[src/rtl/pport_pkg.sv]
package pport_pkg;

    localparam int PP_DW = 8;
    localparam int PP_AW = 2;

    localparam logic [PP_AW-1:0] ADDR_CTRL = 2'd0;
    localparam logic [PP_AW-1:0] ADDR_PB   = 2'd1;
    localparam logic [PP_AW-1:0] ADDR_PC   = 2'd2;
    localparam logic [PP_AW-1:0] ADDR_DDR  = 2'd3;

    typedef enum logic [1:0] {
        MODE_SIMPLE = 2'b00,
        MODE_FIN    = 2'b01,
        MODE_FOUT   = 2'b10,
        MODE_RSVD   = 2'b11
    } pp_mode_e;

    typedef struct packed {
        logic     ie;
        pp_mode_e mode;
        logic     rise;
        logic     pulse;
    } pp_ctrl_t;

    function automatic logic pp_is_hs(pp_mode_e m);
        return (m == MODE_FIN) || (m == MODE_FOUT);
    endfunction

    function automatic logic pp_captures(pp_mode_e m);
        return m != MODE_FOUT;
    endfunction

endpackage

[src/rtl/pport_stra_edge.sv]
module pport_stra_edge #(
    parameter int STAGES = 2
) (
    input  logic clk,
    input  logic rst,
    input  logic stra_i,
    input  logic rise_sel,
    output logic lvl_o,
    output logic edge_o
);
    localparam int ST = (STAGES < 2) ? 2 : STAGES;

    logic [ST-1:0] sync_q;
    logic          prev_q;

    always_ff @(posedge clk) begin
        if (rst) begin
            sync_q <= '0;
            prev_q <= 1'b0;
        end else begin
            sync_q <= {sync_q[ST-2:0], stra_i};
            prev_q <= sync_q[ST-1];
        end
    end

    assign lvl_o  = sync_q[ST-1];
    assign edge_o = rise_sel ? (lvl_o & ~prev_q) : (~lvl_o & prev_q);
endmodule

[src/rtl/pport_strb_gen.sv]
module pport_strb_gen #(
    parameter int PULSE_LEN = 2
) (
    input  logic clk,
    input  logic rst,
    input  logic pulse_trig,
    input  logic level_set,
    input  logic level_clr,
    output logic strb_o
);
    localparam int CW = $clog2(PULSE_LEN + 1);
    localparam logic [CW-1:0] LEN = CW'(PULSE_LEN);

    logic [CW-1:0] cnt_q;
    logic          lvl_q;

    always_ff @(posedge clk) begin
        if (rst) begin
            cnt_q <= '0;
            lvl_q <= 1'b0;
        end else begin
            if (pulse_trig)
                cnt_q <= LEN;
            else if (cnt_q != '0)
                cnt_q <= cnt_q - 1'b1;
            if (level_set)
                lvl_q <= 1'b1;
            else if (level_clr)
                lvl_q <= 1'b0;
        end
    end

    assign strb_o = (cnt_q != '0) | lvl_q;
endmodule

[src/rtl/pport_hs.sv]
module pport_hs
    import pport_pkg::*;
#(
    parameter int DW          = PP_DW,
    parameter int SYNC_STAGES = 2,
    parameter int PULSE_LEN   = 2
) (
    input  logic          clk,
    input  logic          rst,
    input  logic [1:0]    addr,
    input  logic          rd_en,
    input  logic          wr_en,
    input  logic [DW-1:0] wr_data,
    output logic [DW-1:0] rd_data,
    output logic          irq,
    output logic [DW-1:0] portb_o,
    output logic          strb_o,
    input  logic          stra_i,
    input  logic [DW-1:0] portc_i,
    output logic [DW-1:0] portc_o,
    output logic [DW-1:0] portc_oe
);
    pp_ctrl_t      ctrl_q;
    logic          flag_q, armed_q;
    logic [DW-1:0] latch_q, portb_q, portc_q, ddr_q;
    logic          stra_lvl, act_edge, stra_act;
    logic          is_hs, is_fout, is_simple;
    logic          pc_rd, pc_wr, ctrl_rd, latch_acc, flag_clr;
    logic          pulse_trig, level_set;

    pport_stra_edge #(.STAGES(SYNC_STAGES)) u_edge (
        .clk      (clk),
        .rst      (rst),
        .stra_i   (stra_i),
        .rise_sel (ctrl_q.rise),
        .lvl_o    (stra_lvl),
        .edge_o   (act_edge)
    );

    assign is_hs     = pp_is_hs(ctrl_q.mode);
    assign is_fout   = (ctrl_q.mode == MODE_FOUT);
    assign is_simple = !is_hs;
    assign stra_act  = ctrl_q.rise ? stra_lvl : ~stra_lvl;

    assign ctrl_rd   = rd_en && (addr == ADDR_CTRL);
    assign pc_rd     = rd_en && (addr == ADDR_PC);
    assign pc_wr     = wr_en && (addr == ADDR_PC);
    assign latch_acc = is_fout ? pc_wr : pc_rd;
    assign flag_clr  = armed_q && latch_acc;

    always_ff @(posedge clk) begin
        if (rst) begin
            ctrl_q  <= '0;
            flag_q  <= 1'b0;
            armed_q <= 1'b0;
            latch_q <= '0;
            portb_q <= '0;
            portc_q <= '0;
            ddr_q   <= '0;
        end else begin
            if (wr_en) begin
                unique case (addr)
                    ADDR_CTRL: ctrl_q  <= pp_ctrl_t'(wr_data[6:2]);
                    ADDR_PB:   portb_q <= wr_data;
                    ADDR_PC:   portc_q <= wr_data;
                    ADDR_DDR:  ddr_q   <= wr_data;
                    default:   ;
                endcase
            end
            if (act_edge && pp_captures(ctrl_q.mode))
                latch_q <= portc_i;
            if (act_edge)
                flag_q <= 1'b1;
            else if (flag_clr)
                flag_q <= 1'b0;
            if (flag_clr)
                armed_q <= 1'b0;
            else if (ctrl_rd && flag_q)
                armed_q <= 1'b1;
        end
    end

    assign pulse_trig = (is_simple && wr_en && (addr == ADDR_PB))
                      || (is_hs && latch_acc && ctrl_q.pulse);
    assign level_set  = is_hs && latch_acc && !ctrl_q.pulse;

    pport_strb_gen #(.PULSE_LEN(PULSE_LEN)) u_strb (
        .clk        (clk),
        .rst        (rst),
        .pulse_trig (pulse_trig),
        .level_set  (level_set),
        .level_clr  (act_edge),
        .strb_o     (strb_o)
    );

    always_comb begin
        unique case (addr)
            ADDR_CTRL: rd_data = DW'({flag_q, ctrl_q, 2'b00});
            ADDR_PB:   rd_data = portb_q;
            ADDR_PC:   rd_data = latch_q;
            default:   rd_data = ddr_q;
        endcase
    end

    assign irq      = flag_q & ctrl_q.ie;
    assign portb_o  = portb_q;
    assign portc_o  = portc_q;
    assign portc_oe = (is_fout && stra_act) ? '1 : ddr_q;
endmodule

[config.mk]
export PLATFORM = sky130hd
export DESIGN_NAME = pport_hs
export DESIGN_NICKNAME = d
export VERILOG_FILES = /design/src/rtl/pport_pkg.sv /design/src/rtl/pport_stra_edge.sv /design/src/rtl/pport_strb_gen.sv /design/src/rtl/pport_hs.sv
export SDC_FILE = /design/constraint.sdc
export NUM_CORES = 1
export LEC_CHECK = 0
export BUFFER_PORTS_ARGS = -buffer_cell sky130_fd_sc_hd__buf_4
export CORE_MARGIN = 10
export CORE_UTILIZATION = 51
export CTS_CLUSTER_DIAMETER = 120
export DETAILED_ROUTE_END_ITERATION = 6
export PLACE_DENSITY_LB_ADDON = 0.15
export SKIP_LAST_GASP = 1
export SYNTH_ARGS = -nofsm -noshare
export SYNTH_HDL_FRONTEND = slang
export SYNTH_HIERARCHICAL = 1
export SYNTH_SLANG_ARGS = --single-unit
[constraint.sdc]
create_clock -name clk -period 2 [get_ports clk]
set_clock_uncertainty 0.15 [all_clocks]
set_input_delay 0.2 -clock clk [delete_from_list [all_inputs] [get_ports clk]]
set_output_delay 0.2 -clock clk [all_outputs]
set_load 0.05 [all_outputs]
==> impl_metrics.toml, run 1 <==
[route]
wire_per_inst_um = 16.4
dr.pass1.iters = 4
num_vias = 1602
drc = 0
wl_um = 5030
via_per_inst = 5.24
drtIter0Drc = 92
antenna_left = 0

[yosys]
yosys-top-cells-count = "dfxtp_1 (45), nor2_1 (31), mux2i_1 (29)"
synthTopCellsByArea = "dfxtp_1 (46%), mux2i_1 (15%), mux4_2 (6.9%), nor2_1 (5.9%), nand2b_1 (3.2%)"
ys_ff_latch = 45
synth_cell_type_count = 33
ys.warnings.count = 6
synth.top_cell.area_share = 0.458
synthFlopType = "dfxtp_1"
avgSynthCellArea_um2 = 10.2
ys_seq_area_frac = 0.458
syn_inst = 193
yosysMostFrequentCell = "dfxtp_1"
synth_edf_count = 0
postSynth.asyncResetShare = 0
yosysTopAreaCell = "dfxtp_1"
netlist_area_um2 = 1970
syn-num-nets = 217

[timing]
max_freq_ghz = 0.562
setup-tns-final_ns = 0
relSlewSlack = 0.689
finalCriticalPeriod_ns = 1.78
min_period_over_period = 0.889
slew_viol_final = 0
grt_setup_unrepaired = "no"
holdWs_ns = 0.00887
setup_viol = 0
tightest_slew_ns = 0.466
hold_violations = 0

[global_routing]
grt_overflow = 0
grt_max_degree = 46
antenna_found_initial = 0
grt_pass1_vias = 1538
grt_pass1_wl_um = 7960
track_usage = 0.152

[clock_network]
clkTransAtPathRegs_ns = 0.08
clk_latency_ns = 0.29
htreeDepth = 2
clock-root-buffer = "clkbuf_8"
cts_buffers = 5
clockBufferDepth = 2
numClockSinks = 45
cts_tree = "built"

[worst_setup_path]
cp-start-kind = "register"
max_stage_delay_ns = 0.36
worstSetupPathType = "register to primary output"
crit_family = "flip-flops"
arrival_ns = 1.43
rr_startpoint = "ctrl_q[3]"
crit_chain = "inv_1 -> ha_1 -> nand2_2 -> nand2b_1 -> buf_4"
crit_path_start = "ctrl_q[2]"
worstSetupEndpointType = "primary output"
critical_path.slowest_cell = "dfxtp_1"
cp_max_fo = 8
crit_required_ns = 1.65
crit_buf_inv = 2

[cells_and_area]
nNetsFinal = 282
nFillCells = 303
register_area_um2 = 901
multi_input_area_um2 = 998
area_delta_synth_final_pct = 31.3
insertedDiodeCount = 0
layout-drive-gt1-share = 0.306

[hold_path]
worst_hold_path_type = "input port to register"
worstHoldStart = "wr_data[7]"

[floorplanning]
dieArea_um2 = 6740
start_util = 0.533
die-height_um = 82.1
die_x_um = 82.1
rows = 22
placeableCoreArea_um2 = 3690
pin_count = 57

[place]
io_buffers = 56
gp_congestion = 0.812
place_hpwl_um = 3560

[pwr]
p_leak_nw = 1.18
pwr_density_cell_nw_per_um2 = 714
ir_drop_uv = 452
power_mw = 1.84

[flow_run]
cap_viol_max_count = 0

[run_status]
run_status = "finished, final reports clean"
power breakdown:
part	switching [mW]	internal, mW	leakage, nW
Sequential	0.0185	0.923	0.366
Combinational	0.208	0.132	0.770
Clock	0.289	0.274	0.0443
Total	0.515	1.33	1.18
worst min-delay path, delay by kind of cell:
kind                   cells  cell delay, ns
buffers and inverters      1            0.09
muxes                      1            0.06
and+or+nand+nor            1            0.07
registers in the layout (all words and copies together) (netlist names), 2 cells and up:
register / flops
portc_o: 8
u_strb/cnt_q: 2
latch_q: 8
ddr_q: 8
ctrl_q: 5
portb_o: 8
u_edge/sync_q: 2
stage by stage:
step	instances	setup WS (ns)	util	area, um^2
global route	306	0.105	0.700	2580
finish	306	0.222	0.700	2580
detailed placement	292	0.293	0.657	2420
floorplan	193	0.491	-	1970
global placement	292	0.383	0.657	2420
CTS	306	0.0960	0.699	2580
repair_timing:
item,4_1_cts,5_1_grt
hold endpoints to repair,7,0
buffers inserted,0,0
resized for setup,0,1
setup endpoints to repair,0,8
hold buffers,7,0
cell families (layout without fill, tap and decap cells):
kind of cell             after synthesis  after routing  share of synthesized area
AND/OR/NAND/NOR                       79             79                      0.207
flip-flops                            45             45                      0.458
multiplexers                          38             38                      0.234
AO/OA/AOI/OAI                         17             17                     0.0554
buffers and inverters                 12             77                     0.0350
adder cells (fa/ha/maj)                1              1                    0.00636
XOR/XNOR                               1              1                    0.00446
worst paths after layout:
| kind | slack [ns] | depth (start not counted) | to |
|---|---|---|---|
| hold / removal | 0.009 | 3 | portc_o[7] |
| hold reg to reg | 0.30 | 1 | u_edge/sync_q[1] |
| setup reg to reg | 0.27 | 5 | u_strb/cnt_q[0] |
| setup / recovery | 0.22 | 5 | portc_oe[0] |
layout by cell type, fill, tap and decap left out:
cell type,count
dlygate4sd3_1,7
nand3_4,1
nand3b_2,1
a21oi_1,11
nand3b_1,1
nor2_1,31
mux2i_1,29
a21bo_1,1
o21ai_1,1
xnor2_1,1
buf_4,61
mux2_2,1
nand2_2,1
clkbuf_1,1
nor2b_1,7
and2_1,1
nand2_1,11
nor3_1,1
nor4b_1,1
ha_1,1
mux4_2,6
a311oi_1,1
nand3_1,10
dfxtp_1,45
inv_1,2
nor3b_4,1
nand2b_1,10
mux2_1,2
clkbuf_8,6
o22ai_2,1
or4_1,1
a22o_1,2
or3_1,1
per-layer routing:
metal	up-vias	track usage	share of wire
li1	797	-	-
met1	771	0.185	0.44
met2	28	0.242	0.49
met3	6	0.0546	0.065
met4	0	0.0510	0.011
met5	-	0	0
final cells by class:
class,instances,area share
multi-input combinational,136,0.387
clock buffer,7,0.0334
sequential,45,0.349
tap,48,0.0233
inverter,2,0.00291
timing repair buffer,68,0.205
Power figures use the tool's default switching activity.
==> inputs of run 2 (changes only) <==
--- a/config.mk
+++ b/config.mk
@@ -5,14 +5,13 @@
 export SDC_FILE = /design/constraint.sdc
 export NUM_CORES = 1
 export LEC_CHECK = 0
-export BUFFER_PORTS_ARGS = -buffer_cell sky130_fd_sc_hd__buf_4
 export CORE_MARGIN = 10
-export CORE_UTILIZATION = 51
+export CORE_UTILIZATION = 60
 export CTS_CLUSTER_DIAMETER = 120
 export DETAILED_ROUTE_END_ITERATION = 6
+export DONT_BUFFER_PORTS = 1
 export PLACE_DENSITY_LB_ADDON = 0.15
 export SKIP_LAST_GASP = 1
 export SYNTH_ARGS = -nofsm -noshare
 export SYNTH_HDL_FRONTEND = slang
-export SYNTH_HIERARCHICAL = 1
 export SYNTH_SLANG_ARGS = --single-unit
==> run 2 against run 1 <==
  * Global-route usage grew 5.0 points
  * Critical path type unchanged
  * Wire length grew 25%
  * Sequential power grew 2.4%
  * Non-clock buffer count shrank 12
  * Synthesized cell count grew 6.7%
  * Total power grew 6.3%
==> impl_metrics.toml, run 2 <==
[run_status]
run_status = "finished, final reports clean"

[worst_setup_path]
max_stage_delay_ns = 0.35
cp_max_fo = 4
critical_path.slowest_cell = "dfxtp_2"
cp-start-kind = "register"
arrival_ns = 1.59
worstSetupEndpointType = "primary output"
worstSetupPathType = "register to primary output"
crit_required_ns = 1.65
crit_chain = "and2_4 -> o21ai_2 -> buf_6 -> or2b_1 -> buf_12"

[yosys]
synthTopCellsByArea = "dfxtp_1 (44%), mux2i_1 (15%), nand2b_1 (7.4%), mux4_2 (6.7%), nor2_1 (4.4%)"
postSynth.asyncResetShare = 0
synth_edf_count = 0
syn_inst = 206
avgSynthCellArea_um2 = 9.84
yosysMostFrequentCell = "dfxtp_1"
ys.warnings.count = 0
yosys-top-cells-count = "dfxtp_1 (45), mux2i_1 (30), nand2b_1 (24), nor2_1 (24), nand2_1 (12)"
ys_seq_area_frac = 0.444
netlist_area_um2 = 2030
ys_ff_latch = 45
synthFlopType = "dfxtp_1"
syn-num-nets = 230
yosysTopAreaCell = "dfxtp_1"
synth.top_cell.area_share = 0.444
synth_cell_type_count = 32

[timing]
hold_violations = 0
max_freq_ghz = 0.514
setup_viol = 0
finalCriticalPeriod_ns = 1.94
tightest_slew_ns = 0.551
relSlewSlack = 0.631
fin_ws_ns = 0.0551
grt_setup_unrepaired = "yes"
min_period_over_period = 0.972
slew_viol_final = 0

[global_routing]
grt_busiest_layer = "met2"
antenna_found_initial = 0
grt_use_met3 = 0.0661
use_met2 = 0.343
grt_overflow = 0
grt_pass1_wl_um = 9830
grt_max_degree = 54
grt_pass1_vias = 1865
track_usage = 0.202
met1_usage = 0.215

[route]
num_vias = 1778
via_per_inst = 5.87
drc = 0
wl_um = 6270
antenna_left = 0
drtIter0Drc = 192
dr.pass1.iters = 4
wire_per_inst_um = 20.7

[cells_and_area]
area_delta_synth_final_pct = 33.2
nNetsFinal = 279
mostFrequentLayoutCell = "dfxtp_1"
stdcell_count = 303
layout-drive-gt1-share = 0.203
layout_common_cells = "dfxtp_1 (42), dlygate4sd3_1 (31), mux2i_1 (30)"

[pwr]
ir_drop_uv = 545
pwr_density_cell_nw_per_um2 = 726
p_leak_nw = 1.17

[clock_network]
cts_buffers = 5
numClockSinks = 45
clk_latency_ns = 0.36
cts_tree = "built"
htreeDepth = 2
clockBufferDepth = 2
clkTransAtPathRegs_ns = 0.13
clock-root-buffer = "clkbuf_4"

[place]
dpl.cell_count = 257
place_hpwl_um = 3740
gp_congestion = 0.820
io_buffers = 0
dp_worst_setup_slack_ns = 0.172

[flow_run]
cap_viol_max_count = 0

[floorplanning]
placeableCoreArea_um2 = 3310
dieArea_um2 = 6100
die-height_um = 78.1
pin_count = 57
die_x_um = 78.1
rows = 21
start_util = 0.612

[hold_path]
worst_hold_path_type = "input port to register"
run 2: cell count changes in the layout (fill, tap and decap cells not counted), sizes merged, moves of 2 or more:
cell,change
a21oi,-2
a31oi,+2
buf,-39
bufinv,+2
clkbuf,-2
dlygate4sd3,+24
dlymetal6s4s,+3
nand2b,+14
nor2,-7
nor2b,-2
or2b,+2
run 2: critical path, delay by kind of cell (launching register included):
kind	cells	cell delay, ns
AND/OR/NAND/NOR	2	0.44
flip-flops	1	0.35
buffers and inverters	2	0.30
AO/OA/AOI/OAI	1	0.15
run 2: what timing repair did:
item	in CTS	in global routing
pin swaps	0	1
endpoints found under the setup margin	2	11
gates resized for setup	4	13
hold buffers	34	1
buffers inserted	2	0
endpoints found under the hold margin	45	1
run 2: cells by family after synthesis:
group / count (synthesis) / share of synthesized area
flops: 45 / 0.444
compound gates: 18 / 0.0543
mux: 38 / 0.226
fa+ha+maj: 1 / 0.00617
simple gates: 89 / 0.236
buf+inv: 15 / 0.0333
run 2: final timing paths:
| check | startpoint | to | slack [ns] | cells past startpoint |
|---|---|---|---|---|
| hold reg to reg | u_edge.sync_q[0] | u_edge.sync_q[1] | 0.32 | 1 |
| setup / recovery | u_edge.sync_q[1] | portc_oe[7] | 0.06 | 5 |
| setup reg to reg | ctrl_q[2] | u_strb.cnt_q[0] | 0.23 | 5 |
| hold / removal | addr[1] | armed_q | 0.01 | 3 |
run 2: report_power, final:
| group | internal, mW | switching (mW) |
|---|---|---|
| logic | 0.132 | 0.180 |
| registers | 0.925 | 0.0401 |
| clock network | 0.387 | 0.297 |
run 2: area by class of cell:
cell class / instances / area [um^2]
Multi-Input combinational cell: 146 / 1090
Fill cell: 210 / 611
Inverter: 1 / 3.75
Tap cell: 46 / 57.6
Clock buffer: 5 / 37.5
Timing Repair Buffer: 56 / 542
Sequential cell: 45 / 905
Antenna cell: 1 / 2.50
Clock inverter: 3 / 65.1
run 2: layer usage:
metal  vias up  wire length [um]
met5         -                 0
met3        15               512
met4         0               179
met1       871              2380
li1        808                 -
met2        84              3200
run 2: stage by stage:
stage                      TNS, ns  area (um^2)  hold slack (ns)  utilization  total power [mW]
after floorplan                  0         2030            0.178            -              1.18
after global placement           0         2180            0.126        0.657              1.20
after detailed placement         0         2180            0.128        0.657              1.21
after CTS                        0         2650           0.0180        0.800              1.95
after global routing      -0.00191         2700           0.0370        0.815              2.02
final                            0         2700           0.0148        0.816              1.96
